===== config.mk =====
export PLATFORM = sky130hd
export DESIGN_NAME = sb_hazard_ctrl
export DESIGN_NICKNAME = d
export VERILOG_FILES = /design/src/rtl/sb_pkg.sv /design/src/rtl/sb_unit_entry.sv /design/src/rtl/sb_wb_arbiter.sv /design/src/rtl/sb_owner_table.sv /design/src/rtl/sb_hazard_ctrl.sv
export SDC_FILE = /design/constraint.sdc
export NUM_CORES = 1
export LEC_CHECK = 0
export BUFFER_PORTS_ARGS = -buffer_cell sky130_fd_sc_hd__buf_2
export CORE_MARGIN = 2
export CORE_UTILIZATION = 55
export CTS_CLUSTER_SIZE = 10
export DETAILED_ROUTE_END_ITERATION = 12
export GPL_TIMING_DRIVEN = 0
export HOLD_SLACK_MARGIN = 0.12
export PLACE_DENSITY = 0.77
export SKIP_LAST_GASP = 1
export SLEW_MARGIN = 20
export SYNTH_ARGS = -nofsm -noshare
export SYNTH_HDL_FRONTEND = slang
export SYNTH_SLANG_ARGS = --single-unit

===== constraint.sdc =====
create_clock -name clk -period 3 [get_ports clk]
set_input_delay 0.15 -clock clk [delete_from_list [all_inputs] [get_ports clk]]
set_output_delay 0.15 -clock clk [all_outputs]
set_load 0.05 [all_outputs]

===== src/rtl/sb_pkg.sv =====
package sb_pkg;
  typedef enum logic [2:0] {
    PH_IDLE,
    PH_WAIT_OPS,
    PH_READ,
    PH_EXEC,
    PH_WB_REQ
  } sb_phase_e;

  localparam int unsigned CLS_MUL = 0;
  localparam int unsigned CLS_ADD = 1;
  localparam int unsigned CLS_DIV = 2;
  localparam int unsigned CLS_INT = 3;
endpackage


===== src/rtl/sb_unit_entry.sv =====
module sb_unit_entry
  import sb_pkg::*;
#(
  parameter int RID_W = 4,
  parameter int OWN_W = 3
) (
  input  logic             clk,
  input  logic             rst,
  input  logic             iss_we,
  input  logic [RID_W-1:0] iss_fi,
  input  logic [RID_W-1:0] iss_fj,
  input  logic [RID_W-1:0] iss_fk,
  input  logic             iss_uj,
  input  logic             iss_uk,
  input  logic [OWN_W-1:0] iss_qj,
  input  logic [OWN_W-1:0] iss_qk,
  input  logic             wb_any,
  input  logic [OWN_W-1:0] wb_code,
  input  logic             exe_done,
  input  logic             wb_win,
  output logic             busy,
  output logic             wb_req,
  output logic [RID_W-1:0] fi,
  output logic [RID_W-1:0] fj,
  output logic [RID_W-1:0] fk,
  output logic             uj,
  output logic             uk,
  output logic             rj,
  output logic             rk,
  output logic             rd_pulse,
  output logic             st_pulse,
  output logic             wb_pulse
);
  sb_phase_e        phase;
  logic [OWN_W-1:0] qj, qk;

  assign busy   = (phase != PH_IDLE);
  assign wb_req = (phase == PH_WB_REQ);

  always_ff @(posedge clk) begin
    if (rst) begin
      phase    <= PH_IDLE;
      fi       <= '0;
      fj       <= '0;
      fk       <= '0;
      uj       <= 1'b0;
      uk       <= 1'b0;
      qj       <= '0;
      qk       <= '0;
      rj       <= 1'b0;
      rk       <= 1'b0;
      rd_pulse <= 1'b0;
      st_pulse <= 1'b0;
      wb_pulse <= 1'b0;
    end else begin
      rd_pulse <= 1'b0;
      st_pulse <= 1'b0;
      wb_pulse <= 1'b0;
      case (phase)
        PH_IDLE: begin
          if (iss_we) begin
            phase <= PH_WAIT_OPS;
            fi    <= iss_fi;
            fj    <= iss_fj;
            fk    <= iss_fk;
            uj    <= iss_uj;
            uk    <= iss_uk;
            qj    <= iss_qj;
            qk    <= iss_qk;
            rj    <= (iss_qj == '0);
            rk    <= (iss_qk == '0);
          end
        end
        PH_WAIT_OPS: begin
          if (rj && rk) begin
            rj       <= 1'b0;
            rk       <= 1'b0;
            rd_pulse <= 1'b1;
            phase    <= PH_READ;
          end else begin
            if (wb_any && !rj && (qj == wb_code)) begin
              rj <= 1'b1;
              qj <= '0;
            end
            if (wb_any && !rk && (qk == wb_code)) begin
              rk <= 1'b1;
              qk <= '0;
            end
          end
        end
        PH_READ: begin
          st_pulse <= 1'b1;
          phase    <= PH_EXEC;
        end
        PH_EXEC: begin
          if (exe_done) phase <= PH_WB_REQ;
        end
        PH_WB_REQ: begin
          if (wb_win) begin
            wb_pulse <= 1'b1;
            phase    <= PH_IDLE;
            uj       <= 1'b0;
            uk       <= 1'b0;
          end
        end
        default: phase <= PH_IDLE;
      endcase
    end
  end
endmodule


===== src/rtl/sb_wb_arbiter.sv =====
module sb_wb_arbiter #(
  parameter int NUM_UNITS = 5,
  parameter int RID_W     = 4,
  parameter int OWN_W     = 3
) (
  input  logic [NUM_UNITS-1:0]       req,
  input  logic [NUM_UNITS*RID_W-1:0] fi_flat,
  input  logic [NUM_UNITS*RID_W-1:0] fj_flat,
  input  logic [NUM_UNITS*RID_W-1:0] fk_flat,
  input  logic [NUM_UNITS-1:0]       uj,
  input  logic [NUM_UNITS-1:0]       uk,
  input  logic [NUM_UNITS-1:0]       rj,
  input  logic [NUM_UNITS-1:0]       rk,
  output logic [NUM_UNITS-1:0]       win,
  output logic                       wb_any,
  output logic [OWN_W-1:0]           wb_code,
  output logic [RID_W-1:0]           wb_fi
);
  logic [NUM_UNITS-1:0] war_clear;

  always_comb begin
    for (int u = 0; u < NUM_UNITS; u++) begin
      war_clear[u] = 1'b1;
      for (int f = 0; f < NUM_UNITS; f++) begin
        if (uj[f] && rj[f] && (fj_flat[f*RID_W +: RID_W] == fi_flat[u*RID_W +: RID_W]))
          war_clear[u] = 1'b0;
        if (uk[f] && rk[f] && (fk_flat[f*RID_W +: RID_W] == fi_flat[u*RID_W +: RID_W]))
          war_clear[u] = 1'b0;
      end
    end
  end

  always_comb begin
    win     = '0;
    wb_any  = 1'b0;
    wb_code = '0;
    wb_fi   = '0;
    for (int u = 0; u < NUM_UNITS; u++) begin
      if (!wb_any && req[u] && war_clear[u]) begin
        wb_any  = 1'b1;
        win[u]  = 1'b1;
        wb_code = OWN_W'(u + 1);
        wb_fi   = fi_flat[u*RID_W +: RID_W];
      end
    end
  end
endmodule


===== src/rtl/sb_owner_table.sv =====
module sb_owner_table #(
  parameter int NUM_REGS = 16,
  parameter int RID_W    = 4,
  parameter int OWN_W    = 3
) (
  input  logic                      clk,
  input  logic                      rst,
  input  logic                      set_en,
  input  logic [RID_W-1:0]          set_idx,
  input  logic [OWN_W-1:0]          set_code,
  input  logic                      clr_en,
  input  logic [RID_W-1:0]          clr_idx,
  input  logic [RID_W-1:0]          rd_a,
  input  logic [RID_W-1:0]          rd_b,
  input  logic [RID_W-1:0]          rd_c,
  output logic [OWN_W-1:0]          own_a,
  output logic [OWN_W-1:0]          own_b,
  output logic [OWN_W-1:0]          own_c,
  output logic [NUM_REGS*OWN_W-1:0] own_flat
);
  logic [OWN_W-1:0] tbl [NUM_REGS];

  always_ff @(posedge clk) begin
    if (rst) begin
      for (int r = 0; r < NUM_REGS; r++) tbl[r] <= '0;
    end else begin
      if (clr_en) tbl[clr_idx] <= '0;
      if (set_en) tbl[set_idx] <= set_code;
    end
  end

  assign own_a = tbl[rd_a];
  assign own_b = tbl[rd_b];
  assign own_c = tbl[rd_c];

  for (genvar r = 0; r < NUM_REGS; r++) begin : g_flat
    assign own_flat[r*OWN_W +: OWN_W] = tbl[r];
  end
endmodule


===== src/rtl/sb_hazard_ctrl.sv =====
module sb_hazard_ctrl #(
  parameter int NUM_UNITS = 5,
  parameter int NUM_REGS  = 16,
  parameter int CLS_W     = 2,
  localparam int RID_W    = $clog2(NUM_REGS),
  localparam int OWN_W    = $clog2(NUM_UNITS + 1)
) (
  input  logic                      clk,
  input  logic                      rst,
  input  logic [NUM_UNITS*CLS_W-1:0] unit_class,
  input  logic                      in_valid,
  input  logic [CLS_W-1:0]          in_class,
  input  logic [RID_W-1:0]          in_dst,
  input  logic [RID_W-1:0]          in_src1,
  input  logic                      in_src1_en,
  input  logic [RID_W-1:0]          in_src2,
  input  logic                      in_src2_en,
  input  logic [NUM_UNITS-1:0]      exe_done,
  output logic                      iss_take,
  output logic                      iss_stall,
  output logic [OWN_W-1:0]          iss_unit,
  output logic [NUM_UNITS-1:0]      rd_gnt,
  output logic [NUM_UNITS-1:0]      ex_start,
  output logic [NUM_UNITS-1:0]      wb_gnt,
  output logic [NUM_REGS*OWN_W-1:0] reg_owner
);
  logic [NUM_UNITS-1:0]       busy, wb_req, win, iss_we;
  logic [NUM_UNITS-1:0]       uj, uk, rj, rk;
  logic [NUM_UNITS*RID_W-1:0] fi_flat, fj_flat, fk_flat;
  logic                       wb_any;
  logic [OWN_W-1:0]           wb_code;
  logic [RID_W-1:0]           wb_fi;
  logic [OWN_W-1:0]           dst_own, s1_own, s2_own;
  logic [OWN_W-1:0]           qj_in, qk_in, pick_code;
  logic                       pick_ok;

  // lowest idle unit of the requested class
  always_comb begin
    pick_ok   = 1'b0;
    pick_code = '0;
    for (int u = 0; u < NUM_UNITS; u++) begin
      if (!pick_ok && !busy[u] && (unit_class[u*CLS_W +: CLS_W] == in_class)) begin
        pick_ok   = 1'b1;
        pick_code = OWN_W'(u + 1);
      end
    end
  end

  assign iss_take  = in_valid && pick_ok && (dst_own == '0);
  assign iss_stall = in_valid && !iss_take;
  assign iss_unit  = iss_take ? pick_code : '0;

  // a producer committing this cycle counts as already done
  assign qj_in = (!in_src1_en || (wb_any && (s1_own == wb_code))) ? '0 : s1_own;
  assign qk_in = (!in_src2_en || (wb_any && (s2_own == wb_code))) ? '0 : s2_own;

  for (genvar u = 0; u < NUM_UNITS; u++) begin : g_unit
    assign iss_we[u] = iss_take && (pick_code == OWN_W'(u + 1));

    sb_unit_entry #(.RID_W(RID_W), .OWN_W(OWN_W)) u_entry (
      .clk      (clk),
      .rst      (rst),
      .iss_we   (iss_we[u]),
      .iss_fi   (in_dst),
      .iss_fj   (in_src1),
      .iss_fk   (in_src2),
      .iss_uj   (in_src1_en),
      .iss_uk   (in_src2_en),
      .iss_qj   (qj_in),
      .iss_qk   (qk_in),
      .wb_any   (wb_any),
      .wb_code  (wb_code),
      .exe_done (exe_done[u]),
      .wb_win   (win[u]),
      .busy     (busy[u]),
      .wb_req   (wb_req[u]),
      .fi       (fi_flat[u*RID_W +: RID_W]),
      .fj       (fj_flat[u*RID_W +: RID_W]),
      .fk       (fk_flat[u*RID_W +: RID_W]),
      .uj       (uj[u]),
      .uk       (uk[u]),
      .rj       (rj[u]),
      .rk       (rk[u]),
      .rd_pulse (rd_gnt[u]),
      .st_pulse (ex_start[u]),
      .wb_pulse (wb_gnt[u])
    );
  end

  sb_wb_arbiter #(.NUM_UNITS(NUM_UNITS), .RID_W(RID_W), .OWN_W(OWN_W)) u_arb (
    .req     (wb_req),
    .fi_flat (fi_flat),
    .fj_flat (fj_flat),
    .fk_flat (fk_flat),
    .uj      (uj),
    .uk      (uk),
    .rj      (rj),
    .rk      (rk),
    .win     (win),
    .wb_any  (wb_any),
    .wb_code (wb_code),
    .wb_fi   (wb_fi)
  );

  sb_owner_table #(.NUM_REGS(NUM_REGS), .RID_W(RID_W), .OWN_W(OWN_W)) u_own (
    .clk      (clk),
    .rst      (rst),
    .set_en   (iss_take),
    .set_idx  (in_dst),
    .set_code (pick_code),
    .clr_en   (wb_any),
    .clr_idx  (wb_fi),
    .rd_a     (in_dst),
    .rd_b     (in_src1),
    .rd_c     (in_src2),
    .own_a    (dst_own),
    .own_b    (s1_own),
    .own_c    (s2_own),
    .own_flat (reg_owner)
  );
endmodule


; ---- Word-level counts from Yosys, hierarchy flattened
; Memory sizes are Yosys's and may differ from the RTL's.
; Index checks and enable logic that the tools add are counted.
[classes]
n_eq_ne = 137
n_mux = 241
bitwise_logic = 10
n_reduce_logical = 211
[ops]
columns = op, n
row1 = $eq A4 B4 Y1, 50
row2 = $mux W3, 60
row3 = $mux W1, 136
row4 = $logic_and A1 B1 Y1, 113
row5 = $pmux W3 S5, 5
row6 = $pmux W3 S2, 10
row7 = $reduce_and A4 Y1, 15
row8 = $ne A2 B1 Y1 const B, 25
row9 = $reduce_and A3 Y1, 15
row10 = $pmux W1 S2, 20
row11 = $eq A3 B2 Y1 const B, 12
row12 = $eq A3 B3 Y1, 12
row13 = $ne A3 B1 Y1 const B, 10
row14 = $mux W4, 7
row15 = $logic_not A1 Y1, 26
row16 = $logic_not A3 Y1, 8
row17 = $eq A3 B3 Y1 const B, 7
row18 = $ne A2 B2 Y1 const B, 10
row19 = $reduce_bool A2 Y1, 10
row20 = $reduce_or A2 Y1, 10
row21 = $eq A3 B1 Y1 const B, 6
row22 = $reduce_bool A3 Y1, 5
row23 = $eq A2 B2 Y1, 5
row24 = $not A1 Y1, 10
row25 = 4 further kinds, 12
[totals]
reg_bits = 140
ramBits = 48
inputBits = 34
out_inout_bits = 68
memories = 1
[memory_table]
columns = name, words, width, rd, rd_clocked_by_memory_dff, write_ports, line_no
row1 = u_own.tbl, 16, 3, 19, 0, 16, sb_owner_table.sv:21  ; logic [OWN_W-1:0] tbl [NUM_REGS];

; ---- Depth between registers and ports, before layout
[depth]
depth_word = 37
mapped_depth = 13
mapped_depth_nobuf = 10

; ---- Cells and area by module
; A second synthesis with hierarchy kept.
[unflattened]
hier_cells = 1447
area_unflattened_um2 = 13088.8
[by_module_without_submodules]
columns = module, n_inst, cells_per_inst, area_each_um2
row1 = sb_unit_entry, 5, 142, 1241.2
row2 = sb_owner_table, 1, 250, 3285.7
row3 = sb_wb_arbiter, 1, 432, 3178.0
row4 = sb_hazard_ctrl, 1, 55, 419.2

; ---- Least setup slack after synthesis
; Ideal clock, no wire load.
[synth_path]
kind = reg-to-reg
startpoint = mem u_own.tbl[10][1]
endpoint = reg g_unit[3].u_entry.qk[1]
arrival_time_ps = 3244
setup_slack_ps = -381
stages_incl_launch_ff = 11
path_buffers = 1
synth_period_minus_slack_ps = 3381
path_cell_list = edfxtp_1 -> nor3_1 -> mux4_2 -> mux4_2 -> nand2_1 -> a31o_2 -> buf_2 -> nor2_1 -> nand2_1 -> a221oi_1 -> o32ai_1
[synth_rtl]
columns = item, line_no
row1 = from (decl), sb_owner_table.sv:21
row2 = to (signal assigned), sb_unit_entry.sv:69  ; qk <= iss_qk;
row3 = to (decl), sb_unit_entry.sv:35  ; logic [OWN_W-1:0] qj, qk;

; ---- Worst setup path after layout
[layout_path]
startpoint = reg g_unit[3].u_entry.fj[0]
endpoint = reg g_unit[1].u_entry.qk[2]
[layout_via]
elab_chain_cells = 30
elab_cells_between_ends = 64
classes_between = eq/ne: 8 / mux: 33 / reduce/logical: 23
[layout_rtl]
columns = item, line_no
row1 = from (decl), sb_unit_entry.sv:24  ; output logic [RID_W-1:0] fj,
row2 = from (signal assigned), sb_unit_entry.sv:64  ; fj <= iss_fj;
row3 = $eq A4 B4 Y1, sb_wb_arbiter.sv:25  ; if (uj[f] && rj[f] && (fj_flat[f*RID_W +: RID_W] == fi_flat[u*RID_W +: RID_W]))
row4 = $logic_and A1 B1 Y1, sb_wb_arbiter.sv:25
row5 = $mux W1, sb_wb_arbiter.sv:25
row6 = $mux W1, sb_wb_arbiter.sv:27  ; if (uk[f] && rk[f] && (fk_flat[f*RID_W +: RID_W] == fi_flat[u*RID_W +: RID_W]))
row7 = $mux W1, sb_wb_arbiter.sv:25
row8 = $mux W1, sb_wb_arbiter.sv:27
row9 = $logic_and A1 B1 Y1, sb_wb_arbiter.sv:39  ; if (!wb_any && req[u] && war_clear[u]) begin
row10 = $mux W1, sb_wb_arbiter.sv:39
row11 = (+13 left out), -
row12 = $logic_and A1 B1 Y1 (2 in series), sb_wb_arbiter.sv:39
row13 = $mux W3, sb_wb_arbiter.sv:39
row14 = $eq A3 B3 Y1, sb_hazard_ctrl.sv:55  ; assign qk_in = (!in_src2_en || (wb_any && (s2_own == wb_code))) ? '0 : s2_own;
row15 = $logic_and A1 B1 Y1, sb_hazard_ctrl.sv:55
row16 = $logic_or A1 B1 Y1, sb_hazard_ctrl.sv:55
row17 = $mux W3, sb_hazard_ctrl.sv:55
row18 = $mux W3, sb_unit_entry.sv:61  ; if (iss_we) begin
row19 = $pmux W3 S2, sb_unit_entry.sv:59  ; case (phase)
row20 = to (signal assigned), sb_unit_entry.sv:69
row21 = to (decl), sb_unit_entry.sv:35
; Several ways; a longest one is shown, not always the timed one. The select of a mux whose other input is x is not followed.
; A chain may end at the register's enable or synchronous reset.

==> flow_metrics.env <==
export IMPL_cts_tree="built"
export IMPL_hold_viol_final=0
export IMPL_ant_nets=0
export IMPL_die_h_microns=154
export IMPL_root_buffer="clkbuf_16"
export IMPL_relSlewSlack_pct=28.0
export IMPL_fmax_mhz=291
export IMPL_seqCellArea_sq_mm=0.00429
export IMPL_setup_ws_ps=-438
export IMPL_critPathKind="flip-flop to flip-flop"
export IMPL_syn_cell_area_sq_mm=0.0124
export IMPL_grt_pass1_vias=12200
export IMPL_leakagePower_uw=0.00619
export IMPL_path_cells="xor2_1, nor3_2, or4_4, nor4_4, buf_4, buf_6, buf_6, o21ai_4, o21ai_4, buf_12, buf_16, buf_4, xnor2_2, o311ai_2, a21oi_1"
export IMPL_portBuffers=92
export IMPL_ys_ff_latch=188
export IMPL_final_cells=1937
export IMPL_grt_use_total_pct=39.8
export IMPL_synth_ff_type="dfxtp_1"
export IMPL_async_flop_share_pct=0
export IMPL_grt_max_degree=20
export IMPL_violations="setup timing"
export IMPL_wire_per_inst_microns=26.6
export IMPL_worst_pin_slew_ps=1080
export IMPL_rsz0062_at_grt="true"
export IMPL_clock_sinks=188
export IMPL_insertion_delay_ps=460
export IMPL_drive_gt1_share_pct=32.6
export IMPL_diodes=0
export IMPL_die_area_sq_mm=0.0238
export IMPL_period_minus_slack_ps=3440
export IMPL_nFillCells=1446
export IMPL_initial_core_util_pct=56.5
export IMPL_setup_violations_final=93
export IMPL_vias=13400
export IMPL_required_ps=3290
export IMPL_cp_start_kind="flip-flop"
export IMPL_cp_max_fo=7
export IMPL_yosysSeqAreaShare_pct=34.2
export IMPL_post_dp_hpwl_microns=32400
export IMPL_grt_pass1_wl_microns=71900
export IMPL_clkTransAtPathRegs_ps=80
export IMPL_slew_violations=0
export IMPL_antenna_found_initial=0
export IMPL_avgSynthCellArea_sq_um=8.57
export IMPL_cap_violations=0
export IMPL_fin_setup_tns_ps=-25780
export IMPL_core_sq_mm=0.0220
export IMPL_dp_cells=1821
export IMPL_rows=54
export IMPL_numCtsBuffers=17
export IMPL_yosysTopAreaCellShare_pct=22.6
export IMPL_clk_path_buf_depth=2
export IMPL_drc=0
export IMPL_fp_dieW_microns=154
export IMPL_netlist_instances=1448
export IMPL_end_kind="flip-flop"
export IMPL_gp_congestion=1.02
export IMPL_totalWireLength_microns=51500
export IMPL_crit_arrival_ps=3730
export IMPL_synth_edff_count=48
export IMPL_synth_area_top_cells="dfxtp_1 23%, edfxtp_1 12%, xnor2_1 11%"
export IMPL_post_synth_num_cell_types=84
export IMPL_status="finished, violations left"
export IMPL_period_share_pct=115
export IMPL_dr_first_iter_drc_count=2026
export IMPL_powerDensity_mw_per_mm2=435
export IMPL_area_growth_pct=31.1
export IMPL_fin_worst_skew_ps=13.9
export IMPL_num_io_pins=102
export IMPL_vias_per_cell=6.93
export IMPL_synth_fp_nets=1482
export IMPL_fin_util_pct=74.1
export IMPL_dr_pass1_iters=7
export IMPL_final_cell_mix="157 x nand2_1, 150 x xnor2_1, 118 x dfxtp_1"
export IMPL_hp_class="input pin to flip-flop"
export IMPL_overflow=0
export IMPL_layout_commonest_cell="nand2_1"
export IMPL_slowest_stage="dfxtp_1"
export IMPL_final_nets=1678
export IMPL_peakVddDrop_uv=476
export IMPL_yosysTopAreaCell="dfxtp_1"
export IMPL_crit_path_max_incr_delay_ps=570
export IMPL_yosysWarnings=0
export IMPL_ctsHtreeMaxLevel=4
export IMPL_multi_input_area_sq_mm=0.00846
-- final timing paths --
check | depth (start not counted) | slack [ps] | startpoint | to
setup / recovery | 15 | -440 | g_unit[3].u_entry.fj[0] | g_unit[1].u_entry.qk[2]
hold / removal | 3 | 130 | in_src2[2] | g_unit[2].u_entry.fk[2]
setup reg to reg | 15 | -440 | g_unit[3].u_entry.fj[0] | g_unit[1].u_entry.qk[2]
hold reg to reg | 2 | 480 | g_unit[1].u_entry.qj[2] | g_unit[1].u_entry.qj[2]
-- synthesized netlist by cell type (7+ instances only) --
cell type,n
nand4_1,20
o31ai_1,9
o311ai_1,8
xnor2_1,158
a221o_1,13
buf_4,26
mux4_2,33
o32ai_1,7
xor2_1,54
o22ai_1,8
o221ai_1,8
o21ai_0,8
a21oi_1,84
a221oi_1,7
o211ai_1,17
nor3_1,71
clkbuf_1,70
nor2b_1,17
a211oi_1,8
or3_1,9
inv_1,30
nand2_1,166
mux2i_1,16
nand3b_1,9
edfxtp_1,48
nand3_1,82
and3_1,7
nor2_1,125
nor4_1,11
and2_1,9
nand2b_1,11
buf_2,44
dfxtp_1,140
-- sequential cells by signal (all words and copies together), names as in the netlist --
register and flops:
g_unit.u_entry.fk 20, g_unit.u_entry.rk 5, u_own.tbl 48, g_unit.u_entry.phase 15, g_unit.u_entry.qj 15, g_unit.u_entry.st_pulse 5
g_unit.u_entry.rj 5, g_unit.u_entry.fj 20, g_unit.u_entry.uj 5, g_unit.u_entry.rd_pulse 5, g_unit.u_entry.wb_pulse 5, g_unit.u_entry.qk 15
g_unit.u_entry.uk 5, g_unit.u_entry.fi 20
-- per-layer routing --
metal | routed length (microns) | share of wire (%) | GRT usage (%) | vias to the layer above
met5 | 0 | 0 | 0 | -
met4 | 4700 | 9.1 | 23.3 | 0
met3 | 7480 | 15 | 10.6 | 431
met2 | 22000 | 43 | 61.4 | 1292
met1 | 17400 | 34 | 50.5 | 6153
li1 | - | - | - | 5547
-- power breakdown --
group	internal, uW	switching (uW)	total (uW)
logic	640	1140	1780
clock network	1280	1180	2450
registers	2700	148	2850
total	4610	2470	7080
-- cell type report --
class	count	area share, %
repair buffers	201	9.15
well taps	280	2.15
clock inverters	15	1.16
flip-flops and latches	188	26.4
plain buffers	126	5.84
multi-input cells	1079	52.0
clock buffers	17	2.61
inverters	31	0.761
-- critical path, delay by kind of cell (launching register included) --
family	cells	cell delay [ps]
XOR/XNOR	2	360
buffers and inverters	6	860
AO/OA/AOI/OAI	4	630
flip-flops	1	570
AND/OR/NAND/NOR	3	860
-- repair_timing --
item | in CTS | in global routing
buffers inserted | 69 | 29
hold endpoints to repair | 14 | 0
hold buffers | 6 | 0
gates resized for setup | 231 | 125
endpoints found under the setup margin | 155 | 173
gates cloned | 3 | 2
pin swaps | 63 | 64
-- cell families after synthesis --
family | share of synthesized area (%)
AOI/OAI and AO/OA | 14.7
xor gates and xnor gates | 15.1
buffers and inverters | 6.96
DFF | 34.2
muxes | 7.28
and+or+nand+nor | 21.8
-- stage by stage --
stage | hold WS (ps) | cell area [sq um] | worst slack [ps] | power (uW)
floorplan | 317 | 12500 | -26.7 | 3870
global placement | 438 | 13300 | -1100 | 4260
detailed placement | 443 | 13300 | -1170 | 4290
CTS | 143 | 15500 | -175 | 6830
global route | 163 | 16300 | -471 | 7220
finish | 134 | 16300 | -438 | 7080
Power figures use the tool's default switching activity.
